**src/rtl/atapi_pkt_pkg.sv**
```systemverilog
// Package: shared phase encoding, register addresses, opcodes and the
// byte generators for the two data-in responses.
// Assumes: responses are 12 bytes, i.e. six 16-bit words.
package atapi_pkt_pkg;

    typedef enum logic [2:0] {
        PH_IDLE = 3'd0,
        PH_CMD  = 3'd1,
        PH_CBSY = 3'd2,
        PH_DIN  = 3'd3,
        PH_DBSY = 3'd4
    } phase_e;

    localparam logic [3:0] A_DATA = 4'd0;
    localparam logic [3:0] A_ERR  = 4'd1;
    localparam logic [3:0] A_CNT  = 4'd2;
    localparam logic [3:0] A_SECT = 4'd3;
    localparam logic [3:0] A_BCLO = 4'd4;
    localparam logic [3:0] A_BCHI = 4'd5;
    localparam logic [3:0] A_DEV  = 4'd6;
    localparam logic [3:0] A_STAT = 4'd7;
    localparam logic [3:0] A_ALT  = 4'd14;

    localparam logic [7:0] CMD_PACKET = 8'hA0;
    localparam logic [7:0] OP_READY   = 8'h00;
    localparam logic [7:0] OP_SENSE   = 8'h03;
    localparam logic [7:0] OP_QUERY   = 8'h11;

    localparam int PKT_WORDS  = 6;
    localparam int RESP_WORDS = 6;

    // Byte k of the fixed query response.
    function automatic logic [7:0] query_byte(input logic [7:0] k);
        return 8'h40 + k * 8'd3;
    endfunction

    // Byte k of the sense response built from the recorded condition.
    function automatic logic [7:0] sense_byte(input logic [7:0] k,
                                              input logic [3:0] key,
                                              input logic [7:0] asc);
        case (k)
            8'd0:    return 8'h70;
            8'd2:    return {4'h0, key};
            8'd7:    return 8'h0A;
            8'd8:    return asc;
            default: return 8'h00;
        endcase
    endfunction

endpackage

```
**src/rtl/atapi_pkt_collect.sv**
```systemverilog
// Packet collector: counts the host words of a command packet and keeps the
// opcode (low byte of the first word).
// Assumes: push only arrives while the engine is in the packet phase.
module atapi_pkt_collect #(
    parameter int WORDS = atapi_pkt_pkg::PKT_WORDS
) (
    input  logic        clk,
    input  logic        rst_n,
    input  logic        clear,
    input  logic        push,
    input  logic [15:0] word,
    output logic [7:0]  opcode,
    output logic        last
);
    localparam int IW = (WORDS > 1) ? $clog2(WORDS) : 1;

    logic [IW-1:0] idx_q;

    assign last = push && (idx_q == IW'(WORDS - 1));

    // Word index and opcode capture.
    always_ff @(posedge clk) begin
        if (!rst_n) begin
            idx_q  <= '0;
            opcode <= '0;
        end else if (clear) begin
            idx_q <= '0;
        end else if (push) begin
            if (idx_q == '0) opcode <= word[7:0];
            idx_q <= last ? '0 : idx_q + 1'b1;
        end
    end
endmodule

```
**src/rtl/atapi_resp_gen.sv**
```systemverilog
// Response generator: walks the six data-in words. It computes each word
// from the selected response, lower-numbered byte in bits 7:0.
// Assumes: key/asc are stable during the data-in phase.
module atapi_resp_gen #(
    parameter int WORDS = atapi_pkt_pkg::RESP_WORDS
) (
    input  logic        clk,
    input  logic        rst_n,
    input  logic        clear,
    input  logic        pop,
    input  logic        sel_sense,
    input  logic [3:0]  key,
    input  logic [7:0]  asc,
    output logic [15:0] word,
    output logic        last
);
    import atapi_pkt_pkg::*;
    localparam int IW = (WORDS > 1) ? $clog2(WORDS) : 1;

    logic [IW-1:0] ptr_q;
    logic [7:0]    b_lo, b_hi;

    assign b_lo = 8'({ptr_q, 1'b0});
    assign b_hi = 8'({ptr_q, 1'b1});
    assign last = pop && (ptr_q == IW'(WORDS - 1));

    // Assemble the current word from the chosen byte generator.
    always_comb begin
        if (sel_sense) word = {sense_byte(b_hi, key, asc), sense_byte(b_lo, key, asc)};
        else           word = {query_byte(b_hi), query_byte(b_lo)};
    end

    // Word pointer, advanced by each data read.
    always_ff @(posedge clk) begin
        if (!rst_n)     ptr_q <= '0;
        else if (clear) ptr_q <= '0;
        else if (pop)   ptr_q <= last ? '0 : ptr_q + 1'b1;
    end
endmodule

```
**src/rtl/atapi_busy_timer.sv**
```systemverilog
// Busy timer: once started, raises done in the CYCLES-th cycle.
// Assumes: CYCLES >= 1 and no restart while running.
module atapi_busy_timer #(
    parameter int CYCLES = 4
) (
    input  logic clk,
    input  logic rst_n,
    input  logic start,
    output logic done
);
    localparam int CW = (CYCLES > 1) ? $clog2(CYCLES) : 1;

    logic          run_q;
    logic [CW-1:0] cnt_q;

    assign done = run_q && (cnt_q == '0);

    // Load on start, count down, stop at done.
    always_ff @(posedge clk) begin
        if (!rst_n) begin
            run_q <= 1'b0;
            cnt_q <= '0;
        end else if (start) begin
            run_q <= 1'b1;
            cnt_q <= CW'(CYCLES - 1);
        end else if (done) begin
            run_q <= 1'b0;
        end else if (run_q) begin
            cnt_q <= cnt_q - 1'b1;
        end
    end
endmodule

```
**src/rtl/atapi_pkt_engine.sv**
```systemverilog
// Packet command engine (top). It holds the task-file registers and the phase
// machine, and decides completion and unit attention.
// Assumes: one host access per cycle; read side effects act at the edge.
module atapi_pkt_engine #(
    parameter int BUSY_CYCLES = 4
) (
    input  logic        clk,
    input  logic        rst_n,
    input  logic [3:0]  host_addr,
    input  logic        host_wr,
    input  logic        host_rd,
    input  logic [15:0] host_wdata,
    output logic [15:0] host_rdata,
    output logic        host_irq
);
    import atapi_pkt_pkg::*;

    phase_e      ph_q;
    logic [7:0]  err_q, cnt_q, sect_q, bclo_q, bchi_q, dev_q, sasc_q, status;
    logic [3:0]  skey_q;
    logic        errf_q, ua_q;
    logic [7:0]  opcode;
    logic [15:0] resp_word;
    logic        idle, cmd_wr, accept, abort_cmd, pkt_push, pkt_last;
    logic        dat_pop, dat_last, stat_rd, t_done;

    assign idle      = (ph_q == PH_IDLE);
    assign cmd_wr    = host_wr && (host_addr == A_STAT);
    assign accept    = cmd_wr && idle && (host_wdata[7:0] == CMD_PACKET);
    assign abort_cmd = cmd_wr && idle && (host_wdata[7:0] != CMD_PACKET);
    assign pkt_push  = host_wr && (host_addr == A_DATA) && (ph_q == PH_CMD);
    assign dat_pop   = host_rd && (host_addr == A_DATA) && (ph_q == PH_DIN);
    assign stat_rd   = host_rd && (host_addr == A_STAT);

    atapi_pkt_collect #(.WORDS(PKT_WORDS)) u_collect (
        .clk(clk), .rst_n(rst_n), .clear(accept), .push(pkt_push),
        .word(host_wdata), .opcode(opcode), .last(pkt_last)
    );

    atapi_resp_gen #(.WORDS(RESP_WORDS)) u_resp (
        .clk(clk), .rst_n(rst_n), .clear(accept), .pop(dat_pop),
        .sel_sense(opcode == OP_SENSE), .key(skey_q), .asc(sasc_q),
        .word(resp_word), .last(dat_last)
    );

    atapi_busy_timer #(.CYCLES(BUSY_CYCLES)) u_timer (
        .clk(clk), .rst_n(rst_n), .start(pkt_last || dat_last), .done(t_done)
    );

    // Status byte from the phase and the error flag.
    always_comb begin
        case (ph_q)
            PH_IDLE:         status = {7'b0101000, errf_q};
            PH_CMD, PH_DIN:  status = 8'h58;
            default:         status = 8'hD0;
        endcase
    end

    // Read mux; no side effects here.
    always_comb begin
        case (host_addr)
            A_DATA:        host_rdata = (ph_q == PH_DIN) ? resp_word : 16'hFFFF;
            A_ERR:         host_rdata = {8'h00, err_q};
            A_CNT:         host_rdata = {8'h00, cnt_q};
            A_SECT:        host_rdata = {8'h00, sect_q};
            A_BCLO:        host_rdata = {8'h00, bclo_q};
            A_BCHI:        host_rdata = {8'h00, bchi_q};
            A_DEV:         host_rdata = {8'h00, dev_q};
            A_STAT, A_ALT: host_rdata = {8'h00, status};
            default:       host_rdata = 16'h0000;
        endcase
    end

    // Phase machine, task-file registers, sense record and interrupt.
    always_ff @(posedge clk) begin
        if (!rst_n) begin
            ph_q <= PH_IDLE; err_q <= '0; errf_q <= 1'b0; cnt_q <= '0;
            sect_q <= '0; bclo_q <= '0; bchi_q <= '0; dev_q <= '0;
            ua_q <= 1'b1; skey_q <= '0; sasc_q <= '0; host_irq <= 1'b0;
        end else begin
            if (stat_rd) host_irq <= 1'b0;
            if (idle && host_wr) begin
                case (host_addr)
                    A_CNT:   cnt_q  <= host_wdata[7:0];
                    A_SECT:  sect_q <= host_wdata[7:0];
                    A_BCLO:  bclo_q <= host_wdata[7:0];
                    A_BCHI:  bchi_q <= host_wdata[7:0];
                    A_DEV:   dev_q  <= host_wdata[7:0];
                    default: ;
                endcase
            end
            if (accept) begin
                ph_q <= PH_CMD; err_q <= 8'h00; errf_q <= 1'b0;
                cnt_q <= 8'h01; host_irq <= 1'b0;
            end
            if (abort_cmd) begin
                err_q <= 8'h04; errf_q <= 1'b1; host_irq <= 1'b1;
            end
            case (ph_q)
                PH_CMD: if (pkt_last) ph_q <= PH_CBSY;
                PH_CBSY: if (t_done) begin
                    host_irq <= 1'b1;
                    if (ua_q) begin
                        ua_q <= 1'b0; err_q <= 8'h60; errf_q <= 1'b1;
                        cnt_q <= 8'h03; skey_q <= 4'h6; sasc_q <= 8'h29;
                        ph_q <= PH_IDLE;
                    end else if (opcode == OP_READY) begin
                        cnt_q <= 8'h03; skey_q <= '0; sasc_q <= '0;
                        ph_q <= PH_IDLE;
                    end else if (opcode == OP_SENSE || opcode == OP_QUERY) begin
                        cnt_q <= 8'h02; bclo_q <= 8'h0C; bchi_q <= 8'h00;
                        ph_q <= PH_DIN;
                    end else begin
                        err_q <= 8'h04; errf_q <= 1'b1; cnt_q <= 8'h03;
                        skey_q <= 4'h5; sasc_q <= 8'h20; ph_q <= PH_IDLE;
                    end
                end
                PH_DIN: if (dat_last) ph_q <= PH_DBSY;
                PH_DBSY: if (t_done) begin
                    host_irq <= 1'b1; cnt_q <= 8'h03;
                    skey_q <= '0; sasc_q <= '0; ph_q <= PH_IDLE;
                end
                default: ;
            endcase
        end
    end
endmodule

```
**config.mk**
```make
export PLATFORM = sky130hd
export DESIGN_NAME = atapi_pkt_engine
export DESIGN_NICKNAME = d
export VERILOG_FILES = /design/src/rtl/atapi_pkt_pkg.sv /design/src/rtl/atapi_pkt_collect.sv /design/src/rtl/atapi_resp_gen.sv /design/src/rtl/atapi_busy_timer.sv /design/src/rtl/atapi_pkt_engine.sv
export SDC_FILE = /design/constraint.sdc
export NUM_CORES = 1
export LEC_CHECK = 0
export ABC_CLOCK_PERIOD_IN_PS = 8050
export BUFFER_PORTS_ARGS = -buffer_cell sky130_fd_sc_hd__buf_2
export CAP_MARGIN = 20
export CORE_MARGIN = 3
export CORE_UTILIZATION = 55
export DETAILED_ROUTE_END_ITERATION = 10
export PLACE_DENSITY = 0.72
export SLEW_MARGIN = 25
export SYNTH_ARGS = -nofsm -noshare
export SYNTH_HDL_FRONTEND = slang
export SYNTH_SLANG_ARGS = --single-unit
```
**constraint.sdc**
```tcl
create_clock -name clk -period 8.05 [get_ports clk]
set_clock_uncertainty 0.05 [all_clocks]
set_input_delay 2.415 -clock clk [delete_from_list [all_inputs] [get_ports clk]]
set_output_delay 2.415 -clock clk [all_outputs]
set_load 0.01 [all_outputs]
```
==> out/results.tsv <==
stage	metric	value	unit
outcome	status	finished, final reports clean	
synth	Post-Syn Area	0.00416	mm2
detailed_routing	Residual DRC	0	
clock_network	worst skew pair latency	350	ps
synth	synth warn	0	
synth	Syn Nets	506	
floorplan	Core ar.	0.00729	mm2
layout	Final nets	523	
worst_setup_path	Crit Path Max Fanout	27	
layout	final instance area	0.00452	mm2
worst_setup_path	Crit Path Category	in -> out	
power	combinational power share	7.8	%
place	Port Buffer Count	32	
sta	fin crit period	6790	ps
sta	Max Clk Rate	147	MHz
clock_network	CTS max path bufs	2	
place	gpl congestion	0.894	
sta	setup ws final	1260	ps
floorplan	io pins	41	
detailed_routing	total wire length	10.7	mm
power	switching share of power	24.1	%
power	Power Internal	0.547	mW
sta	Slew Viols, Final	0	
synth	predominant post-synthesis flop cell	dfxtp_1	
sta	Final Hold Fails	0	
floorplan	Die W	92.9	um
sta	RSZ-0062 raised after global routing	false	
clock_network	Setup Fix Bufs, Post-CTS	0	
min_path	hold depth	2	
layout	ratio of cells with drive above 1 in the final layout	12.9	%
detailed_routing	Routed WL per cell	18.1	um
layout	post-layout utilization of the core	62.0	%
global_route	gr ovfl total	0	
worst_setup_path	FF-to-FF path depth	4	
power	maximum VDD drop	160	uV
synth	syn avg cell area	8.88	um2
clock_network	H-Tree Level Count	3	
sta	period utilization	84.4	%
synth	Post-synth EDFFs	0	
clock_network	Post-CTS Resized	0	
layout	Area Overhead vs Synth	8.76	%
sta	final setup TNS	0	ps
clock_network	Clock Tree Root	clkbuf_8	
global_route	number of global-route vias before repair	3473	
clock_network	CTS Buf Count	9	
power	PD cells	160	mW/mm2
sta	# setup viols final	0	
layout	n_diodes	0	
clock_network	total clock sinks	74	
global_route	initial antenna violation count	0	
detailed_routing	vias per cell	6.14	
clock_network	# hold bufs at CTS	0	
clock_network	CTS tree	yes	
power	total power	0.721	mW
worst_setup_path	worst reg2reg path startpoint	ph_q[1]	
synth	post-synthesis sequential area ratio	35.6	%
synth	asr flop ratio synth	0	%
synth	Synth Instances	468	
min_path	HP Class	reg -> reg	
global_route	largest net degree at the start of global routing	40	
layout	commonest non-fill, non-tap cells in the layout	dfxtp_1, nor2_1, mux2i_1	
power	Clock Power Share	40.9	%
floorplan	Die H	92.9	um
place	HPWL after DPL	7.57	mm
worst_setup_path	crit path DAT	4330	ps
place	post-place setup slack	1340	ps
place	placed inst area	0.00432	mm2
worst_setup_path	Worst setup startpoint	host_addr[0]	
synth	synth top area cells	dfxtp_1, mux2i_1, nor2_1	
sta	Rel. slew slack	54.6	%
layout	commonest non-fill, non-tap cell in the layout	dfxtp_1	
detailed_routing	ANT nets after route	0	
clock_network	Worst-path clk slew	70	ps
synth	Yosys top cell by area	dfxtp_1	
detailed_routing	vias	3615	
detailed_routing	initial DRC count	314	
floorplan	starting density of the core	57.0	%
power	Leak	2.04	nW
synth	Seq cells post-synth	74	
min_path	hold wc startpoint	err_q[0]	
floorplan	die area	0.00864	mm2
detailed_routing	drt first pass iters	5	
global_route	Total Routing Usage GR	26.2	%
sta	Least-Margin Pin Slew	680	ps
floorplan	# rows	31	
power	Sw Pwr	0.174	mW
worst_setup_path	Startpoint Class	primary input	
power	part of the power in registers	51.3	%
worst_setup_path	Worst Path Required	5590	ps
flow_run	max cap viols	0	
global_route	first-pass GRT wire length	17.7	mm
worst_setup_path	Setup crit end kind	primary output	
synth	Synth top area share	35.6	%
synth	synth unique cells	70	
[synthesized netlist by cell type, types with 5 or more instances]
library cell,number
a31oi_1,7
nand3b_1,8
dfxtp_1,74
nand3_1,6
o21a_1,5
nand2_1,28
nor2b_1,9
o21ai_0,12
nor2_1,62
a21oi_1,23
clkbuf_1,15
mux2i_1,60
nor3_1,10
ha_1,12
nand2b_1,8
o211ai_1,5
o22ai_1,8
buf_2,10
inv_1,17
[logic make-up after synthesis]
kind of cell    Yosys count  share of synthesized area (%)
compound gates          101                           16.9
xor+xnor                  6                           1.26
fa+ha+maj                14                           4.57
buf+inv                  45                           4.72
flops                    74                           35.6
mux                      62                           15.0
simple gates            166                           21.9
[power by group through the flow]
stage / Sequential [mW] / Combinational [mW] / Clock (mW)
6_report: 0.370 / 0.0563 / 0.295
4_1_cts: 0.370 / 0.0556 / 0.298
3_5_place_dp: 0.379 / 0.0555 / 0
2_1_floorplan: 0.378 / 0.0355 / 0
5_1_grt: 0.370 / 0.0610 / 0.312
3_3_place_gp: 0.378 / 0.0547 / 0
[final timing paths]
check,slack (ps),end
worst min-delay path,390,err_q[0]
worst min register to register,390,err_q[0]
worst max-delay path,1260,host_rdata[4]
worst max register to register,5880,bchi_q[6]
[registers in the layout, summed over array words and instances, names as in the netlist, 2 cells and up]
signal            cells
bchi_q                8
bclo_q                8
cnt_q                 8
dev_q                 8
err_q                 8
sect_q                8
u_collect.opcode      8
ph_q                  3
u_collect.idx_q       3
u_resp.ptr_q          3
skey_q                2
u_timer.cnt_q         2
[critical path, cell delays in order]
cell and delay, ps:
buf_2 450, nor2b_1 630, a22oi_1 240, o22a_1 240
o211ai_1 170, buf_2 160
[layer usage]
metal | track usage, % | part of all wire [%] | vias up
met3 | 3.82 | 5.5 | 19
met4 | 11.1 | 2.3 | 0
li1 | - | - | 1734
met1 | 34.3 | 45 | 1744
met2 | 42.8 | 47 | 118
met5 | 0 | 0 | -
[stage by stage]
| step | std cells | hold WS [ps] |
|---|---|---|
| final | 589 | 392 |
| after global placement | 573 | 381 |
| after CTS | 589 | 394 |
| after detailed placement | 573 | 382 |
| after global routing | 589 | 419 |
| after floorplan | 468 | 364 |
[final cells by class]
| class | count | area [um2] |
|---|---|---|
| timing repair buffer | 34 | 175 |
| multi-input combinational | 349 | 2480 |
| sequential | 74 | 1480 |
| tap | 99 | 124 |
| inverter | 17 | 63.8 |
| clock inverter | 2 | 35.0 |
| fill | 677 | 2770 |
| clock buffer | 14 | 163 |
Power figures use the tool's default switching activity.
